==> src/rtl/cstx_pkg.sv <==
// Shared offsets, status bit positions and packet layout for the
// transmitter register bank. Assumes a 32-bit data bus.
package cstx_pkg;
    localparam int unsigned DATA_W  = 32;
    localparam int unsigned OFS_W   = 7;
    localparam int unsigned NSTAT   = 6;

    localparam logic [OFS_W-1:0] OFS_CORE  = 7'h00;
    localparam logic [OFS_W-1:0] OFS_PROTO = 7'h04;
    localparam logic [OFS_W-1:0] OFS_GIE   = 7'h20;
    localparam logic [OFS_W-1:0] OFS_ISR   = 7'h24;
    localparam logic [OFS_W-1:0] OFS_IER   = 7'h28;
    localparam logic [OFS_W-1:0] OFS_GSP   = 7'h30;
    localparam logic [OFS_W-1:0] OFS_GSPST = 7'h78;

    localparam int unsigned ST_UNDERRUN = 0;
    localparam int unsigned ST_BAD_DT   = 1;
    localparam int unsigned ST_LINEBUF  = 2;
    localparam int unsigned ST_LOWPWR   = 3;
    localparam int unsigned ST_GSP_FULL = 4;
    localparam int unsigned ST_BAD_LANE = 5;

    typedef struct packed {
        logic [15:0] payload;
        logic [1:0]  vc;
        logic [5:0]  dt;
    } gsp_pkt_t;

    localparam int unsigned PKT_W = $bits(gsp_pkt_t);
endpackage

==> src/rtl/cstx_axil_if.sv <==
// AXI4-Lite slave front end. Accepts one write (address and data together)
// and one read at a time, always answers OKAY. Only the low OFS_W address
// bits reach the register decode. Assumes ADDR_W > OFS_W.
module cstx_axil_if
    import cstx_pkg::*;
#(
    parameter int unsigned ADDR_W = 12
) (
    input  logic              clk,
    input  logic              rst_n,
    input  logic [ADDR_W-1:0] awaddr,
    input  logic              awvalid,
    output logic              awready,
    input  logic [DATA_W-1:0] wdata,
    input  logic              wvalid,
    output logic              wready,
    output logic [1:0]        bresp,
    output logic              bvalid,
    input  logic              bready,
    input  logic [ADDR_W-1:0] araddr,
    input  logic              arvalid,
    output logic              arready,
    output logic [DATA_W-1:0] rdata,
    output logic [1:0]        rresp,
    output logic              rvalid,
    input  logic              rready,
    output logic              wr_en,
    output logic [OFS_W-1:0]  wr_ofs,
    output logic [DATA_W-1:0] wr_data,
    output logic              rd_en,
    output logic [OFS_W-1:0]  rd_ofs,
    input  logic [DATA_W-1:0] rd_data
);
    logic unused_addr_hi;

    // Upper address bits are deliberately not decoded.
    assign unused_addr_hi = ^{awaddr[ADDR_W-1:OFS_W], araddr[ADDR_W-1:OFS_W]};

    // Ready while no response is outstanding.
    assign awready = !bvalid;
    assign wready  = !bvalid;
    assign arready = !rvalid;

    assign wr_en   = awvalid && wvalid && !bvalid;
    assign wr_ofs  = awaddr[OFS_W-1:0];
    assign wr_data = wdata;
    assign rd_en   = arvalid && !rvalid;
    assign rd_ofs  = araddr[OFS_W-1:0];
    assign bresp   = 2'b00;
    assign rresp   = 2'b00;

    // Write response channel.
    always_ff @(posedge clk) begin
        if (!rst_n)       bvalid <= 1'b0;
        else if (wr_en)   bvalid <= 1'b1;
        else if (bready)  bvalid <= 1'b0;
    end

    // Read data channel, data captured at acceptance.
    always_ff @(posedge clk) begin
        if (!rst_n) begin
            rvalid <= 1'b0;
            rdata  <= '0;
        end else if (rd_en) begin
            rvalid <= 1'b1;
            rdata  <= rd_data;
        end else if (rready) begin
            rvalid <= 1'b0;
        end
    end

    AST_BVALID_HOLD: assert property (@(posedge clk) disable iff (!rst_n)
        bvalid && !bready |=> bvalid);
    AST_RVALID_STABLE: assert property (@(posedge clk) disable iff (!rst_n)
        rvalid && !rready |=> rvalid && $stable(rdata));
endmodule

==> src/rtl/cstx_isr.sv <==
// Sticky status register with write-one-to-clear, soft-reset clear and a
// registered, masked interrupt output. Set wins over a same-cycle clear.
module cstx_isr #(
    parameter int unsigned NBITS = 6
) (
    input  logic             clk,
    input  logic             rst_n,
    input  logic [NBITS-1:0] set_i,
    input  logic             clr_wr_i,
    input  logic [NBITS-1:0] clr_data_i,
    input  logic             soft_rst_i,
    input  logic [NBITS-1:0] ier_i,
    input  logic             gie_i,
    output logic [NBITS-1:0] status_o,
    output logic             irq_o
);
    logic [NBITS-1:0] clr_mask;

    assign clr_mask = clr_wr_i ? clr_data_i : '0;

    // Status capture and clearing.
    always_ff @(posedge clk) begin
        if (!rst_n || soft_rst_i) status_o <= '0;
        else                      status_o <= (status_o & ~clr_mask) | set_i;
    end

    // Registered interrupt level.
    always_ff @(posedge clk) begin
        if (!rst_n) irq_o <= 1'b0;
        else        irq_o <= gie_i && |(status_o & ier_i);
    end

    AST_SRST_CLEARS: assert property (@(posedge clk) disable iff (!rst_n)
        soft_rst_i |=> status_o == '0);
    AST_GIE_MASK: assert property (@(posedge clk) disable iff (!rst_n)
        !gie_i |=> !irq_o);
    AST_STICKY: assert property (@(posedge clk) disable iff (!rst_n)
        !soft_rst_i && !clr_wr_i |=> (status_o & $past(status_o)) == $past(status_o));
endmodule

==> src/rtl/cstx_gsp_fifo.sv <==
// Small in-order FIFO for packet requests. A push while full is refused
// and flagged on drop_o; a pop while empty is ignored.
module cstx_gsp_fifo #(
    parameter int unsigned DEPTH = 4,
    parameter int unsigned W     = 24
) (
    input  logic         clk,
    input  logic         rst_n,
    input  logic         push_i,
    input  logic [W-1:0] data_i,
    input  logic         pop_i,
    output logic [W-1:0] head_o,
    output logic         empty_o,
    output logic         full_o,
    output logic         drop_o,
    output logic [$clog2(DEPTH+1)-1:0] count_o
);
    localparam int unsigned PTR_W = (DEPTH > 1) ? $clog2(DEPTH) : 1;
    localparam int unsigned CNT_W = $clog2(DEPTH+1);
    localparam logic [PTR_W-1:0] LAST = PTR_W'(DEPTH-1);

    logic [W-1:0]     mem [DEPTH];
    logic [PTR_W-1:0] wr_ptr, rd_ptr;
    logic             push_ok, pop_ok;

    assign empty_o = (count_o == '0);
    assign full_o  = (count_o == CNT_W'(DEPTH));
    assign push_ok = push_i && !full_o;
    assign pop_ok  = pop_i && !empty_o;
    assign drop_o  = push_i && full_o;
    assign head_o  = mem[rd_ptr];

    // Storage write.
    always_ff @(posedge clk) begin
        if (push_ok) mem[wr_ptr] <= data_i;
    end

    // Pointers and occupancy.
    always_ff @(posedge clk) begin
        if (!rst_n) begin
            wr_ptr  <= '0;
            rd_ptr  <= '0;
            count_o <= '0;
        end else begin
            if (push_ok) wr_ptr <= (wr_ptr == LAST) ? '0 : wr_ptr + 1'b1;
            if (pop_ok)  rd_ptr <= (rd_ptr == LAST) ? '0 : rd_ptr + 1'b1;
            count_o <= count_o + CNT_W'(push_ok) - CNT_W'(pop_ok);
        end
    end

    AST_NO_OVERFLOW: assert property (@(posedge clk) disable iff (!rst_n)
        count_o <= CNT_W'(DEPTH));
    AST_FULL_DROP: assert property (@(posedge clk) disable iff (!rst_n)
        full_o && push_i && !pop_i |=> count_o == $past(count_o));
endmodule

==> src/rtl/cstx_regbank.sv <==
// Control, status and interrupt register bank of a camera-serial
// transmitter. Staged settings reach the datapath only while the core
// is enabled. Event inputs are single-cycle pulses from the datapath.
module cstx_regbank
    import cstx_pkg::*;
#(
    parameter int unsigned ADDR_W    = 12,
    parameter int unsigned MAX_LANES = 2,
    parameter int unsigned PIX_MODE  = 0,
    parameter int unsigned GSP_DEPTH = 4
) (
    input  logic              clk,
    input  logic              rst_n,
    input  logic [ADDR_W-1:0] s_awaddr,
    input  logic              s_awvalid,
    output logic              s_awready,
    input  logic [31:0]       s_wdata,
    input  logic [3:0]        s_wstrb,
    input  logic              s_wvalid,
    output logic              s_wready,
    output logic [1:0]        s_bresp,
    output logic              s_bvalid,
    input  logic              s_bready,
    input  logic [ADDR_W-1:0] s_araddr,
    input  logic              s_arvalid,
    output logic              s_arready,
    output logic [31:0]       s_rdata,
    output logic [1:0]        s_rresp,
    output logic              s_rvalid,
    input  logic              s_rready,
    input  logic              dp_ready_i,
    input  logic              ev_underrun_i,
    input  logic              ev_linebuf_full_i,
    input  logic              ev_lowpower_i,
    output logic              core_en_o,
    output logic              lp_req_o,
    output logic              clk_noncont_o,
    output logic              line_sync_en_o,
    output logic [1:0]        active_lanes_o,
    output logic              gsp_valid_o,
    output logic [23:0]       gsp_pkt_o,
    input  logic              gsp_pop_i,
    output logic              irq_o
);
    localparam logic [1:0] MAX_CODE = 2'(MAX_LANES - 1);
    localparam logic [1:0] PIX_CODE = 2'(PIX_MODE);
    localparam int unsigned CNT_W   = $clog2(GSP_DEPTH + 1);

    logic              wr_en, rd_en;
    logic [OFS_W-1:0]  wr_ofs, rd_ofs;
    logic [DATA_W-1:0] wr_data, rd_data;
    logic              unused_wstrb;

    logic              en_q, srst_q, gie_q;
    logic              lp_s, clkm_s, lsync_s;
    logic [1:0]        lanes_s;
    logic [NSTAT-1:0]  ier_q, isr_q, set_vec;

    logic              gsp_wr, dt_ok, fifo_push, fifo_empty, fifo_full, fifo_drop;
    logic              lane_bad;
    logic [CNT_W-1:0]  fifo_cnt;
    gsp_pkt_t          req_pkt, head_pkt;

    assign unused_wstrb = ^s_wstrb;

    cstx_axil_if #(.ADDR_W(ADDR_W)) u_axil (
        .clk(clk), .rst_n(rst_n),
        .awaddr(s_awaddr), .awvalid(s_awvalid), .awready(s_awready),
        .wdata(s_wdata), .wvalid(s_wvalid), .wready(s_wready),
        .bresp(s_bresp), .bvalid(s_bvalid), .bready(s_bready),
        .araddr(s_araddr), .arvalid(s_arvalid), .arready(s_arready),
        .rdata(s_rdata), .rresp(s_rresp), .rvalid(s_rvalid), .rready(s_rready),
        .wr_en(wr_en), .wr_ofs(wr_ofs), .wr_data(wr_data),
        .rd_en(rd_en), .rd_ofs(rd_ofs), .rd_data(rd_data)
    );

    // Register writes: enable and soft reset act at once, the rest is staged.
    always_ff @(posedge clk) begin
        if (!rst_n) begin
            en_q    <= 1'b0;
            srst_q  <= 1'b0;
            lp_s    <= 1'b0;
            clkm_s  <= 1'b0;
            lsync_s <= 1'b0;
            lanes_s <= MAX_CODE;
            gie_q   <= 1'b0;
            ier_q   <= '0;
        end else if (wr_en) begin
            case (wr_ofs)
                OFS_CORE: begin
                    en_q   <= wr_data[0];
                    srst_q <= wr_data[1];
                    lp_s   <= wr_data[3];
                    clkm_s <= wr_data[4];
                end
                OFS_PROTO: begin
                    lanes_s <= wr_data[1:0];
                    lsync_s <= wr_data[15];
                end
                OFS_GIE: gie_q <= wr_data[0];
                OFS_IER: ier_q <= wr_data[NSTAT-1:0];
                default: ;
            endcase
        end
    end

    // Effective settings follow the staged ones only while enabled.
    always_ff @(posedge clk) begin
        if (!rst_n) begin
            lp_req_o       <= 1'b0;
            clk_noncont_o  <= 1'b0;
            line_sync_en_o <= 1'b0;
            active_lanes_o <= MAX_CODE;
        end else if (en_q) begin
            lp_req_o       <= lp_s;
            clk_noncont_o  <= clkm_s;
            line_sync_en_o <= lsync_s;
            active_lanes_o <= lanes_s;
        end
    end

    assign core_en_o = en_q;

    // Packet request validation and event collection.
    assign req_pkt   = gsp_pkt_t'(wr_data[PKT_W-1:0]);
    assign gsp_wr    = wr_en && (wr_ofs == OFS_GSP);
    assign dt_ok     = (req_pkt.dt[5:3] == 3'b001);
    assign fifo_push = gsp_wr && en_q && dt_ok;
    assign lane_bad  = wr_en && (wr_ofs == OFS_PROTO) && (wr_data[1:0] > MAX_CODE);

    always_comb begin
        set_vec              = '0;
        set_vec[ST_UNDERRUN] = ev_underrun_i;
        set_vec[ST_BAD_DT]   = gsp_wr && en_q && !dt_ok;
        set_vec[ST_LINEBUF]  = ev_linebuf_full_i;
        set_vec[ST_LOWPWR]   = ev_lowpower_i;
        set_vec[ST_GSP_FULL] = fifo_drop && en_q && dt_ok;
        set_vec[ST_BAD_LANE] = lane_bad;
    end

    cstx_isr #(.NBITS(NSTAT)) u_isr (
        .clk(clk), .rst_n(rst_n),
        .set_i(set_vec),
        .clr_wr_i(wr_en && (wr_ofs == OFS_ISR)),
        .clr_data_i(wr_data[NSTAT-1:0]),
        .soft_rst_i(srst_q),
        .ier_i(ier_q), .gie_i(gie_q),
        .status_o(isr_q), .irq_o(irq_o)
    );

    cstx_gsp_fifo #(.DEPTH(GSP_DEPTH), .W(PKT_W)) u_fifo (
        .clk(clk), .rst_n(rst_n),
        .push_i(gsp_wr && en_q && dt_ok), .data_i(req_pkt),
        .pop_i(gsp_pop_i), .head_o(head_pkt),
        .empty_o(fifo_empty), .full_o(fifo_full), .drop_o(fifo_drop),
        .count_o(fifo_cnt)
    );

    assign gsp_valid_o = !fifo_empty;
    assign gsp_pkt_o   = head_pkt;

    // Read data selection; unmapped offsets return zero.
    always_comb begin
        rd_data = '0;
        case (rd_ofs)
            OFS_CORE:  rd_data[4:0] = {clkm_s, lp_s, dp_ready_i, srst_q, en_q};
            OFS_PROTO: rd_data[15:0] = {lsync_s, PIX_CODE, 8'h00, MAX_CODE, 1'b0, lanes_s};
            OFS_GIE:   rd_data[0] = gie_q;
            OFS_ISR:   rd_data[NSTAT-1:0] = isr_q;
            OFS_IER:   rd_data[NSTAT-1:0] = ier_q;
            OFS_GSPST: rd_data[CNT_W+1:0] = {fifo_cnt, fifo_full, fifo_empty};
            default:   rd_data = '0;
        endcase
    end

    AST_EFF_HOLD: assert property (@(posedge clk) disable iff (!rst_n)
        !en_q |=> $stable(active_lanes_o) && $stable(line_sync_en_o));
    AST_GSP_DISCARD: assert property (@(posedge clk) disable iff (!rst_n)
        gsp_wr && !en_q && !gsp_pop_i |=> $stable(fifo_cnt));
    AST_PUSH_LEGAL: assert property (@(posedge clk) disable iff (!rst_n)
        fifo_push |-> req_pkt.dt >= 6'h08 && req_pkt.dt <= 6'h0F);
    AST_IRQ_NEEDS_STATUS: assert property (@(posedge clk) disable iff (!rst_n)
        $rose(irq_o) |-> $past(|(isr_q & ier_q)));
endmodule

==> config.mk <==
export PLATFORM = sky130hd
export DESIGN_NAME = cstx_regbank
export DESIGN_NICKNAME = d
export VERILOG_FILES = /design/src/rtl/cstx_pkg.sv /design/src/rtl/cstx_axil_if.sv /design/src/rtl/cstx_isr.sv /design/src/rtl/cstx_gsp_fifo.sv /design/src/rtl/cstx_regbank.sv
export SDC_FILE = /design/constraint.sdc
export NUM_CORES = 1
export LEC_CHECK = 0
export ABC_AREA = 1
export BUFFER_PORTS_ARGS = -buffer_cell sky130_fd_sc_hd__clkbuf_2
export CAP_MARGIN = 20
export CORE_MARGIN = 3
export CORE_UTILIZATION = 46
export CTS_BUF_LIST = sky130_fd_sc_hd__clkbuf_8
export CTS_CLUSTER_SIZE = 25
export DETAILED_ROUTE_END_ITERATION = 16
export HOLD_SLACK_MARGIN = 0.12
export PLACE_DENSITY = 0.77
export SETUP_SLACK_MARGIN = 0.02
export SLEW_MARGIN = 20
export SYNTH_ARGS = -nofsm -noshare
export SYNTH_HDL_FRONTEND = slang
export SYNTH_SLANG_ARGS = --single-unit
==> constraint.sdc <==
create_clock -name clk -period 5 [get_ports clk]
set_clock_uncertainty 0.05 [all_clocks]
set_input_delay 0.5 -clock clk [delete_from_list [all_inputs] [get_ports clk]]
set_output_delay 0.5 -clock clk [all_outputs]
set_load 0.05 [all_outputs]
### After elaboration in Yosys (flattened, before gate mapping)

Memory sizes are Yosys's and may differ from the RTL's. A register that Yosys moved wholly into a read port is not among the register bits.
Cells that the tools add are included.

* register bits: 51
* RAM bits: 96
* input bits: 72
* output and inout port bits: 73
* logic and storage cells: 92
* memories: 1

* add/sub/neg operators: 4
* $lt $le $gt $ge: 1
* equality and inequality tests: 14
* muxes and demuxes: 15
* bitwise gates (word level): 4
* reduce and logical (&&, ||, !) cells: 33

Memory list
* u_fifo.mem: depth 4, bits a word 24, rd ports 1, clocked after memory_dff 1, wr ports 1, line cstx_gsp_fifo.sv:22 `logic [W-1:0] mem [DEPTH];`

Operators by type and width (count)
* 7-bit by 6-bit equality test with 1-bit output, second input constant: 7
* 4-bit one-hot mux with 5 select lines: 1
* 1-bit logical AND: 16
* 7-bit by 3-bit equality test with 1-bit output, second input constant: 2
* 7-bit zero test: 2
* 6-bit bitwise AND: 2
* 10-bit 2-to-1 mux: 1
* 2-bit 2-to-1 mux: 4
* 2-bit AND reduction: 4
* 7-bit equality test, second input constant: 1
* 1-bit zero test: 6
* 1-bit 2-to-1 mux: 6
* 6-bit 2-to-1 mux: 1
* 6-bit inverter: 1
* 6-bit OR: 1
* 1-bit one-hot mux with 6 select lines: 1
* 6-bit OR reduction: 1
* 2-bit by 1-bit adder with 2-bit output, second input constant: 2
* 2-bit equality test, second input constant: 2
* 2-bit nonzero test: 2
* 3-bit by 1-bit adder with 3-bit output: 1
* 3-bit by 1-bit equality test with 1-bit output, second input constant: 1
* 3-bit equality test, second input constant: 1
* 3-bit zero test: 1
* other kinds (4): 4

### Depth between registers and ports, before layout

* depth after elaboration: 9
* depth in mapped cells: 11

### Hierarchy

From an unflattened synthesis, not the netlist that was laid out.

* cell total of the unflattened synthesis: 825
* area, all modules: 7601.0 um^2

By module, submodules not included
* cstx_gsp_fifo: instances 1, cells an instance 300, area an instance 4222.8 um^2
* cstx_axil_if: instances 1, cells an instance 274, area an instance 1861.8 um^2
* cstx_regbank: instances 1, cells an instance 211, area an instance 1243.7 um^2
* cstx_isr: instances 1, cells an instance 40, area an instance 272.8 um^2

### Worst setup path before layout

Ideal clock, no wire load.

* kind: register to register
* from: reg u_axil.bvalid
* to: mem u_fifo.mem[0][0], enable pin
* setup time: 0.405 ns
* data arrival time: 2.471 ns
* slack: 2.074 ns
* cell stages (with the launch flop): 6
* path buffers: 0
* period minus slack after synthesis: 2.926 ns
* path through: dfxtp_1 inv_2 nand3_2 nor3_4 nand4_4 nor2_1

* longest elaborated chain between the ends: 8

Ends and longest elaborated chain
* start, declared: line cstx_axil_if.sv:18 `output logic bvalid,`
* start signal, assigned: line cstx_axil_if.sv:54 `if (!rst_n) bvalid <= 1'b0;`
* start signal, assigned: line cstx_axil_if.sv:55 `else if (wr_en) bvalid <= 1'b1;`
* start signal, assigned: line cstx_axil_if.sv:56 `else if (bready) bvalid <= 1'b0;`
* 1-bit zero test
* via s_awready: line cstx_regbank.sv:16 `output logic s_awready,`
* 1-bit logical AND: line cstx_axil_if.sv:44 `assign wr_en = awvalid && wvalid && !bvalid;`
* 1-bit logical AND: line cstx_regbank.sv:126 `assign gsp_wr = wr_en && (wr_ofs == OFS_GSP);`
* 1-bit logical AND (2 in series): line cstx_regbank.sv:153 `.push_i(gsp_wr && en_q && dt_ok), .data_i(req_pkt),`
* 1-bit logical AND: line cstx_gsp_fifo.sv:28 `assign push_ok = push_i && !full_o;`
* 1-bit 2-to-1 mux: line cstx_gsp_fifo.sv:35 `if (push_ok) mem[wr_ptr] <= data_i;`
* 1-bit 2-to-1 mux (not written as such): line cstx_gsp_fifo.sv:35
* end, declared: line cstx_gsp_fifo.sv:22

The timed path passes the listed nets, and every way through them passes these cells.

==> results.yml <==
cells_and_area:
  syn2layout_area_growth_pct: 14.63
  antennaDiodeCount: 0
  fillCellCount: 1059
  nNetsFinal: 737
  drive_gt1_frac: 0.2090
  final_area_um2: 6735
outcome:
  outcome: "finished clean"
setup_path:
  crit_end: "gsp_pkt_o[9]"
  crit_required_ns: 4.45
  critPathMaxFanout: 25
  r2r_end: "u_fifo.count_o[2]"
  reg2reg_from: "core_en_o"
  r2r_slack_ns: 2.68
  worst_r2r_path_depth: 9
  crit_path_end_kind: "output pin"
  critPathKind: "reg2out"
  critPathLaunchType: "register"
  worstPathArrival_ns: 2.64
logic_synthesis:
  synthFlopType: "edfxtp_1"
  netlist_area_um2: 5876
  synth_top_area_frac: 0.4906
  synth_sequential_area_ratio: 0.6405
  synth-async-reset-ratio: 0
  synth_cell_types: 31
  synth_edf_count: 96
  synth.most_common_cell: "edfxtp_1"
  ys_ff_latch: 140
  syn-mean-instance-area_um2: 10.47
  synthesis.instances: 561
  synthTopCellsByArea: "edfxtp_1, dfxtp_1, o21ai_0"
  synth_warnings: 0
  ys_top_cells_by_count: "edfxtp_1, nor2_1, o21ai_0, nand2_1, inv_1"
  yosys.area.top_type: "edfxtp_1"
timing:
  worst_pin_slew_ns: 0.8831
  hold_violations: 0
  grt_setup_unrepaired: "no"
  slew_viol_final: 0
  tns_ns: 0
  hold_ws_ns: 0.2288
  fin_crit_ns: 3.185
  fmax_mhz: 313.9
  slew_headroom: 0.4105
  setup_viol: 0
  finalCritPeriodShare: 0.6371
power_and_ir_drop:
  cellPowerDensity_nw_per_um2: 468.3
  ir_drop_mv: 0.3637
  total_power_mw: 3.154
  p_leak_nw: 2.664
clock_tree:
  cts-root-buf: "clkbuf_8"
  post_cts_buffers: 0
  holdBufCountCts: 0
  cts_sinks: 140
  h-tree-depth: 4
  tritoncts: "built"
  clkTransAtPathRegs_ns: 0.08
  numCtsBuffers: 17
  clk_latency_ns: 0.44
  cts-resized-gates: 0
  cts_max_path_buffers: 2
die:
  die-area_um2: 14170
  rows: 40
  core-area_um2: 12260
  dieHeight_um: 119.0
  io_pins: 145
  die_x_um: 119.0
  initial_core_util: 0.4792
drt:
  drtAntennaViolNets: 0
  drtIter0Drc: 359
  firstDrtPassIters: 5
  wirelength_um: 13460
  drc: 0
  dr_total_vias: 4327
  wire_per_inst_um: 16.06
  vias_per_cell: 5.163
placement:
  gp_congestion: 0.8845
  dpl_cell_area_um2: 6401
  io_buffers: 93
  dpl.hpwl_um: 8852
global_route:
  grt_overflow_total: 0
  grt_max_degree: 50
  grt_pass1_vias: 4397
  grt_pass1_wl_um: 21400
  grt_antenna_before_repair: 0
  track_usage: 0.1952
hold_path:
  holdCritPathClass: "in2reg"
  min_delay_path_depth: 1
flow_run:
  cap_violations: 0
placed cells by master, fill, tap and decap left out, types with 3 or more instances in the layout:
master     n
o21ai_0   81
inv_6      3
dfxtp_1   44
inv_1     49
nor2_2     6
clkbuf_8  17
o22ai_1   26
ha_1       7
conb_1    29
nor3_1     3
nand2_1   48
nand3_1   24
clkbuf_2  93
clkinv_4   4
edfxtp_1  96
buf_4      6
a21oi_1   29
clkinv_1   3
nor2_1    84
logic make-up (layout without fill, tap and decap cells):
logic type,count (synthesis),after routing,share of synthesized area
other cells,1,29,0.0006382
xor+xnor,1,1,0.001491
compound gates,139,139,0.1256
fa+ha+maj,8,8,0.01831
buf+inv,99,180,0.08411
flops,140,140,0.6405
simple gates,173,173,0.1293
area by class of cell:
| cell class | count | area (um^2) | area share |
|---|---|---|---|
| Sequential cell | 140 | 3764 | 0.5588 |
| Multi-Input combinational cell | 350 | 1733 | 0.2573 |
| Timing Repair Buffer | 99 | 510.5 | 0.07579 |
| Clock buffer | 17 | 234.0 | 0.03474 |
| Tap cell | 168 | 210.2 | 0.03121 |
| Inverter | 49 | 183.9 | 0.02731 |
| Clock inverter | 15 | 100.1 | 0.01486 |
state kept, by name, indices dropped and copies added (netlist names), named ones only:
| signal | count |
|---|---|
| lanes_s | 2 |
| clkm_s | 1 |
| u_isr.status_o | 6 |
| u_fifo.count_o | 3 |
| ier_q | 6 |
| u_axil.rdata | 7 |
| u_axil.rvalid | 1 |
| srst_q | 1 |
| gie_q | 1 |
| u_axil.bvalid | 1 |
| active_lanes_o | 2 |
| clk_noncont_o | 1 |
| u_fifo.wr_ptr | 2 |
| lp_req_o | 1 |
| u_fifo.rd_ptr | 2 |
| core_en_o | 1 |
| lsync_s | 1 |
| line_sync_en_o | 1 |
| lp_s | 1 |
| u_fifo.mem | 96 |
| u_isr.irq_o | 1 |
power by group:
part / switching (mW) / internal [mW] / total (mW)
Clock: 0.432 / 0.339 / 0.771
Combinational: 0.843 / 0.227 / 1.07
Sequential: 0.0487 / 1.26 / 1.31
Total: 1.32 / 1.83 / 3.15
worst max-delay path: stages, from the launching register on:
cell,delay [ns]
dfxtp_1,0.90
inv_1,0.64
o21ai_0,0.29
o22ai_1,0.11
clkbuf_2,0.25
worst min path at each step:
stage | end | start | slack (ns)
after floorplan | u_isr.irq_o | gie_q | 0.38
after global placement | active_lanes_o[0] | active_lanes_o[0] | 0.40
after detailed placement | u_axil.rdata[4] | u_axil.rdata[4] | 0.41
after CTS | u_fifo.mem[2][18] | s_wdata[18] | 0.20
after global routing | u_fifo.mem[0][6] | s_wdata[6] | 0.18
final | u_fifo.mem[3][10] | s_wdata[10] | 0.23
routing by layer:
| metal | vias up | global-route usage | wire, um |
|---|---|---|---|
| li1 | 2072 | - | - |
| met1 | 2059 | 0.2348 | 5461 |
| met2 | 169 | 0.3274 | 6775 |
| met3 | 27 | 0.05888 | 938 |
| met4 | 0 | 0.07893 | 285 |
| met5 | - | 0 | 0 |
per-stage QoR:
stage	util	cells	setup WS, ns
after CTS	0.5493	838	1.736
after floorplan	-	589	2.074
final	0.5493	838	1.815
after global routing	0.5493	838	1.531
after detailed placement	0.5220	806	2.230
after global placement	0.5220	806	2.331
Note: power is estimated with default switching activity, not from simulation.
